**config.mk**
```make
export PLATFORM = sky130hd
export DESIGN_NAME = tapstack_quad
export DESIGN_NICKNAME = d
export VERILOG_FILES = /design/src/rtl/tapstack_pkg.sv /design/src/rtl/tap_inreg.sv /design/src/rtl/tap_stack.sv /design/src/rtl/tap_select.sv /design/src/rtl/tap_lane.sv /design/src/rtl/tapstack_quad.sv
export SDC_FILE = /design/constraint.sdc
export NUM_CORES = 1
export LEC_CHECK = 0
export BUFFER_PORTS_ARGS = -buffer_cell sky130_fd_sc_hd__buf_4
export CAP_MARGIN = 40
export CORE_ASPECT_RATIO = 0.8
export CORE_MARGIN = 2
export CORE_UTILIZATION = 46
export CTS_BUF_LIST = sky130_fd_sc_hd__clkbuf_4 sky130_fd_sc_hd__clkbuf_8
export CTS_CLUSTER_SIZE = 25
export DETAILED_ROUTE_END_ITERATION = 7
export HOLD_SLACK_MARGIN = 0.06
export SYNTH_ARGS = -nofsm -noshare
export SYNTH_HDL_FRONTEND = slang
export SYNTH_HIERARCHICAL = 1
export SYNTH_SLANG_ARGS = --single-unit
```
**constraint.sdc**
```tcl
create_clock -name clk -period 1.9 [get_ports clk]
set_input_delay 0.19 -clock clk [delete_from_list [all_inputs] [get_ports clk]]
set_output_delay 0.19 -clock clk [all_outputs]
set_load 0.005 [all_outputs]
```
**src/rtl/tapstack_pkg.sv**
```systemverilog
package tapstack_pkg;
  parameter int OPW   = 12;
  parameter int DEPTH = 16;
  parameter int LANES = 4;
  localparam int SELW = (DEPTH > 1) ? $clog2(DEPTH) : 1;
endpackage

```
**src/rtl/tap_inreg.sv**
```systemverilog
// Capture register: samples the operand pins on every edge.
module tap_inreg #(
  parameter int W = 12
) (
  input  logic         clk,
  input  logic [W-1:0] d,
  output logic [W-1:0] q
);
  always_ff @(posedge clk) begin
    q <= d;
  end
endmodule

```
**src/rtl/tap_stack.sv**
```systemverilog
// Shift stack that advances only when the active-low push strobe is low.
module tap_stack #(
  parameter int W     = 12,
  parameter int DEPTH = 16
) (
  input  logic               clk,
  input  logic               push_n,
  input  logic [W-1:0]       in_word,
  output logic [DEPTH*W-1:0] flat
);
  logic [W-1:0] stg [DEPTH];

  for (genvar i = 0; i < DEPTH; i++) begin : g_stage
    if (i == 0) begin : g_head
      always_ff @(posedge clk) begin
        if (!push_n) stg[0] <= in_word;
      end
    end else begin : g_body
      always_ff @(posedge clk) begin
        if (!push_n) stg[i] <= stg[i-1];
      end
    end
    assign flat[i*W +: W] = stg[i];
  end
endmodule

```
**src/rtl/tap_select.sv**
```systemverilog
// Registered tap word and the output multiplexer.
module tap_select #(
  parameter int W     = 12,
  parameter int DEPTH = 16,
  parameter int SELW  = 4
) (
  input  logic               clk,
  input  logic               rst_n,
  input  logic [SELW-1:0]    sel_in,
  input  logic [DEPTH*W-1:0] flat,
  output logic [SELW-1:0]    sel_q,
  output logic [W-1:0]       q
);
  always_ff @(posedge clk or negedge rst_n) begin
    if (!rst_n) sel_q <= '0;
    else        sel_q <= sel_in;
  end

  always_comb begin
    q = flat[W-1:0];
    for (int k = 0; k < DEPTH; k++) begin
      if (SELW'(k) == sel_q) q = flat[k*W +: W];
    end
  end
endmodule

```
**src/rtl/tap_lane.sv**
```systemverilog
// One operand lane: capture register, stack and tap selection.
module tap_lane #(
  parameter int W     = 12,
  parameter int DEPTH = 16,
  parameter int SELW  = 4
) (
  input  logic               clk,
  input  logic               rst_n,
  input  logic [W-1:0]       d,
  input  logic               push_n,
  input  logic [SELW-1:0]    sel,
  output logic [W-1:0]       q,
  output logic [W-1:0]       in_o,
  output logic [DEPTH*W-1:0] stk_o,
  output logic [SELW-1:0]    sel_o
);
  logic [W-1:0]       cap;
  logic [DEPTH*W-1:0] flat;

  tap_inreg #(.W(W)) u_cap (
    .clk (clk),
    .d   (d),
    .q   (cap)
  );

  tap_stack #(.W(W), .DEPTH(DEPTH)) u_stk (
    .clk     (clk),
    .push_n  (push_n),
    .in_word (cap),
    .flat    (flat)
  );

  tap_select #(.W(W), .DEPTH(DEPTH), .SELW(SELW)) u_sel (
    .clk    (clk),
    .rst_n  (rst_n),
    .sel_in (sel),
    .flat   (flat),
    .sel_q  (sel_o),
    .q      (q)
  );

  assign in_o  = cap;
  assign stk_o = flat;
endmodule

```
**src/rtl/tapstack_quad.sv**
```systemverilog
// Four independent selectable-tap delay lanes.
module tapstack_quad #(
  parameter int OPW   = tapstack_pkg::OPW,
  parameter int DEPTH = tapstack_pkg::DEPTH,
  parameter int LANES = tapstack_pkg::LANES,
  localparam int SELW = (DEPTH > 1) ? $clog2(DEPTH) : 1
) (
  input  logic                  clk,
  input  logic                  rst_n,
  input  logic [LANES*OPW-1:0]  din,
  input  logic [LANES-1:0]      push_n,
  input  logic [LANES*SELW-1:0] tap_sel,
  output logic [LANES*OPW-1:0]  dout
);
  logic [LANES*OPW-1:0]       in_all;
  logic [LANES*DEPTH*OPW-1:0] stk_all;
  logic [LANES*SELW-1:0]      sel_all;

  for (genvar l = 0; l < LANES; l++) begin : g_lane
    tap_lane #(.W(OPW), .DEPTH(DEPTH), .SELW(SELW)) u_lane (
      .clk    (clk),
      .rst_n  (rst_n),
      .d      (din[l*OPW +: OPW]),
      .push_n (push_n[l]),
      .sel    (tap_sel[l*SELW +: SELW]),
      .q      (dout[l*OPW +: OPW]),
      .in_o   (in_all[l*OPW +: OPW]),
      .stk_o  (stk_all[l*DEPTH*OPW +: DEPTH*OPW]),
      .sel_o  (sel_all[l*SELW +: SELW])
    );
  end
endmodule

```
==> flow_summary_export.csv <==
group,metric,value,unit
placement,dp_cells,3658,
drt,detail_route.iter0.violations,2571,
setup_path,worstPathMaxFanout,7,
clock_tree,numCtsBuffers,136,
synth,synth_edf_count,768,
timing,max_freq,336,MHz
hold_path,hold_path.class,"input port to register",
power,power_density,931,nW/um2
die,dieHeight,248,um
timing,fin_skew,0.0341,ns
clock_tree,h-tree-depth,4,
synth,synthFlopType,"edfxtp_1",
hold_path,hold_end,"g_lane[1].u_lane/u_sel/sel_q[0]$_DFF_PN0_",
layout,drive_gt1_frac,0.384,
layout,fill_cells,5519,
clock_tree,clock_path_buffers,3,
timing,setup_ws,-1.07,ns
synth,yosysTopAreaCellShare,0.672,
timing,whs,0.179,ns
layout,area_delta_synth_final,34.1,%
setup_path,end_kind,"output port",
synth,syn_inst,2332,
clock_tree,tritoncts,"yes",
timing,period_share,1.56,
die,die_w,309,um
layout,fin_area,46000,um2
setup_path,crit_start,"g_lane[1].u_lane/u_sel/sel_q[3]$_DFF_PN0_",
hold_path,hp-start,"tap_sel[4]",
layout,final_cell_mix,"768 x edfxtp_1, 427 x buf_4, 182 x a21oi_1",
synth,syn_avg_cell_area,14.7,um2
timing,hold_viol,0,
setup_path,path_class,"register to output port",
clock_tree,cts_sinks,832,
layout,layout.cells.non_filler,4158,
placement,port_buffers,117,
setup_path,r2r_start,"g_lane[0].u_lane/u_stk/stg[0][2]$_DFFE_PN_",
run_status,violations,"setup timing",
layout,final_nets,3121,
drt,drc,0,
die,row_count,89,
power,ir_worst_vdd,0.669,mV
layout,utilization,0.623,
placement,dpl_cell_area,38400,um2
timing,rsz0062_at_grt,"yes",
die,initial_core_util,0.465,
synth,async_flop_share,0.0192,
timing,setup_viol,48,
global_routing,grt_use_total,0.225,
drt,vias_per_cell,5.70,
flow_run,cap_violations,0,
layout,multi_input_area,10100,um2
synth,netlist_top_cells_area,"edfxtp_1 67%, a21oi_1 3.6%, mux2i_1 3.0%",
synth,syn-num-nets,2402,
power,p_leak,16.9,nW
setup_path,r2r-end,"g_lane[0].u_lane/u_stk/stg[1][2]$_DFFE_PN_",
synth,yosys_warnings,6,
synth,ys_ff_latch,832,
clock_tree,clk-insertion-delay-late,0.80,ns
drt,routedWlPerCell,21.3,um
synth,syn_area,34300,um2
setup_path,arrival,2.78,ns
global_routing,grt_pass1_vias,23600,
hold_path,hold_depth,2,
run_status,status,"finished, violations left",
die,die_area,76800,um2
global_routing,grt_max_degree,110,
setup_path,reg2reg_setup_slack,1.02,ns
clock_tree,clock_tree.root_cell,"clkbuf_8",
timing,post-route-min-period,2.97,ns
timing,final_max_slew_viol_count,0,
die,io-pin-count,118,
drt,ant_nets,0,
synth,yosysUniqueCellTypes,59,
die,coreArea,73800,um2
drt,drt-pass1-iter-count,7,
layout,regArea,24500,um2
drt,routed_wl,88.6,mm
layout,final_common_cell,"edfxtp_1",
synth,synth_top_area_cell,"edfxtp_1",
drt,vias,23700,
setup_path,crit_path_start_kind,"register",
timing,slew_headroom,0.592,
setup_path,rr_worst_depth,0,
global_routing,antenna_found_initial,2,
setup_path,critPathRequiredTime,1.71,ns
global_routing,grt_pass1_wl,134,mm
timing,tightest_slew,0.611,ns
synth,synth-seq-area-share,0.712,
timing,fin_setup_tns,-45.26,ns
placement,hpwl,54.4,mm
placement,place_congestion,0.886,
global_routing,overflow,0,
clock_tree,clk_pin_slew,0.06,ns
-- state kept, by name, indices dropped and copies added, names as in the netlist --
register,flops
g_lane.u_lane/u_sel/sel_q,16
g_lane.u_lane/u_cap/q,48
g_lane.u_lane/u_stk/stg,768
-- worst max-delay path, cell delays in order, from the launching register on --
cell and delay (ns):
dfrtp_2 0.48, buf_6 0.16, nor2b_2 0.17, buf_4 0.15
a32oi_1 0.15, o221ai_1 0.17, a31oi_1 0.26, a21oi_1 0.07
a31o_1 0.25, buf_6 0.14
-- per-stage QoR --
stage / total power, mW / setup slack, ns
final: 42.8 / -1.07
after global routing: 44.5 / -1.16
after CTS: 42.8 / -1.09
after detailed placement: 25.8 / -0.391
after global placement: 25.8 / -0.375
after floorplan: 24.1 / -1.48
-- power by group --
part / switching [mW] / internal (mW)
combinational: 2.48 / 2.45
clock: 7.13 / 8.95
sequential: 0.644 / 21.2
-- cells by family (layout without fill, tap and decap cells) --
logic type | after synthesis | after routing | share of synthesized area
flip-flops | 832 | 832 | 0.712
AO/OA/AOI/OAI | 720 | 720 | 0.133
AND/OR/NAND/NOR | 440 | 440 | 0.0637
buffers and inverters | 188 | 1011 | 0.0354
multiplexers | 152 | 152 | 0.0557
other | 0 | 2 | 0
-- how the worst max path moves through the flow --
stage,to,slack [ns],depth (start not counted)
2_1_floorplan,g_lane[0].u_lane/u_stk/stg[0][0]$_DFFE_PN_,-1.48,1
3_3_place_gp,dout[21],-0.37,9
3_5_place_dp,dout[36],-0.39,7
4_1_cts,dout[30],-1.09,6
5_1_grt,dout[24],-1.16,9
6_report,dout[20],-1.07,9
-- cells in the mapped netlist (12+ instances only) --
| cell type | instances |
|---|---|
| nor2_1 | 124 |
| nor3_1 | 40 |
| clkbuf_1 | 20 |
| nor2b_1 | 36 |
| mux2_2 | 20 |
| dfrtp_1 | 16 |
| a211oi_1 | 36 |
| o22ai_1 | 60 |
| dfxtp_1 | 48 |
| mux4_2 | 24 |
| a22oi_1 | 28 |
| mux2i_1 | 104 |
| a32oi_1 | 12 |
| nand2_1 | 108 |
| nand3_1 | 52 |
| inv_1 | 24 |
| buf_2 | 64 |
| o21ai_0 | 140 |
| nand2b_1 | 28 |
| a21oi_1 | 248 |
| o221ai_1 | 44 |
| o21ai_1 | 16 |
| buf_4 | 48 |
| edfxtp_1 | 768 |
| buf_6 | 16 |
| a31oi_1 | 24 |
| o21a_1 | 12 |
-- cell type report --
type                    instances  share of cell area
multi-input cells            1312               0.220
inverters                      32             0.00389
flip-flops and latches        832               0.532
clock inverters                26             0.00413
well taps                    1001              0.0272
diodes                          2            0.000109
clock buffers                 216              0.0566
repair buffers                737               0.156
-- metal layers --
layer | vias to the layer above | global-route usage | share of wire
met2 | 966 | 0.338 | 0.46
met5 | - | 0 | 0.00018
li1 | 10700 | - | -
met4 | 2 | 0.0814 | 0.024
met1 | 11800 | 0.325 | 0.45
met3 | 180 | 0.0463 | 0.067
-- what timing repair did --
item,4_1_cts,5_1_grt
hold buffers,134,0
hold endpoints to repair,230,0
endpoints found under the setup margin,48,48
gates resized for setup,378,206
buffers inserted,84,29
pin swaps,117,102
gates cloned,5,8
No activity file was read; power rests on OpenSTA's default activity.
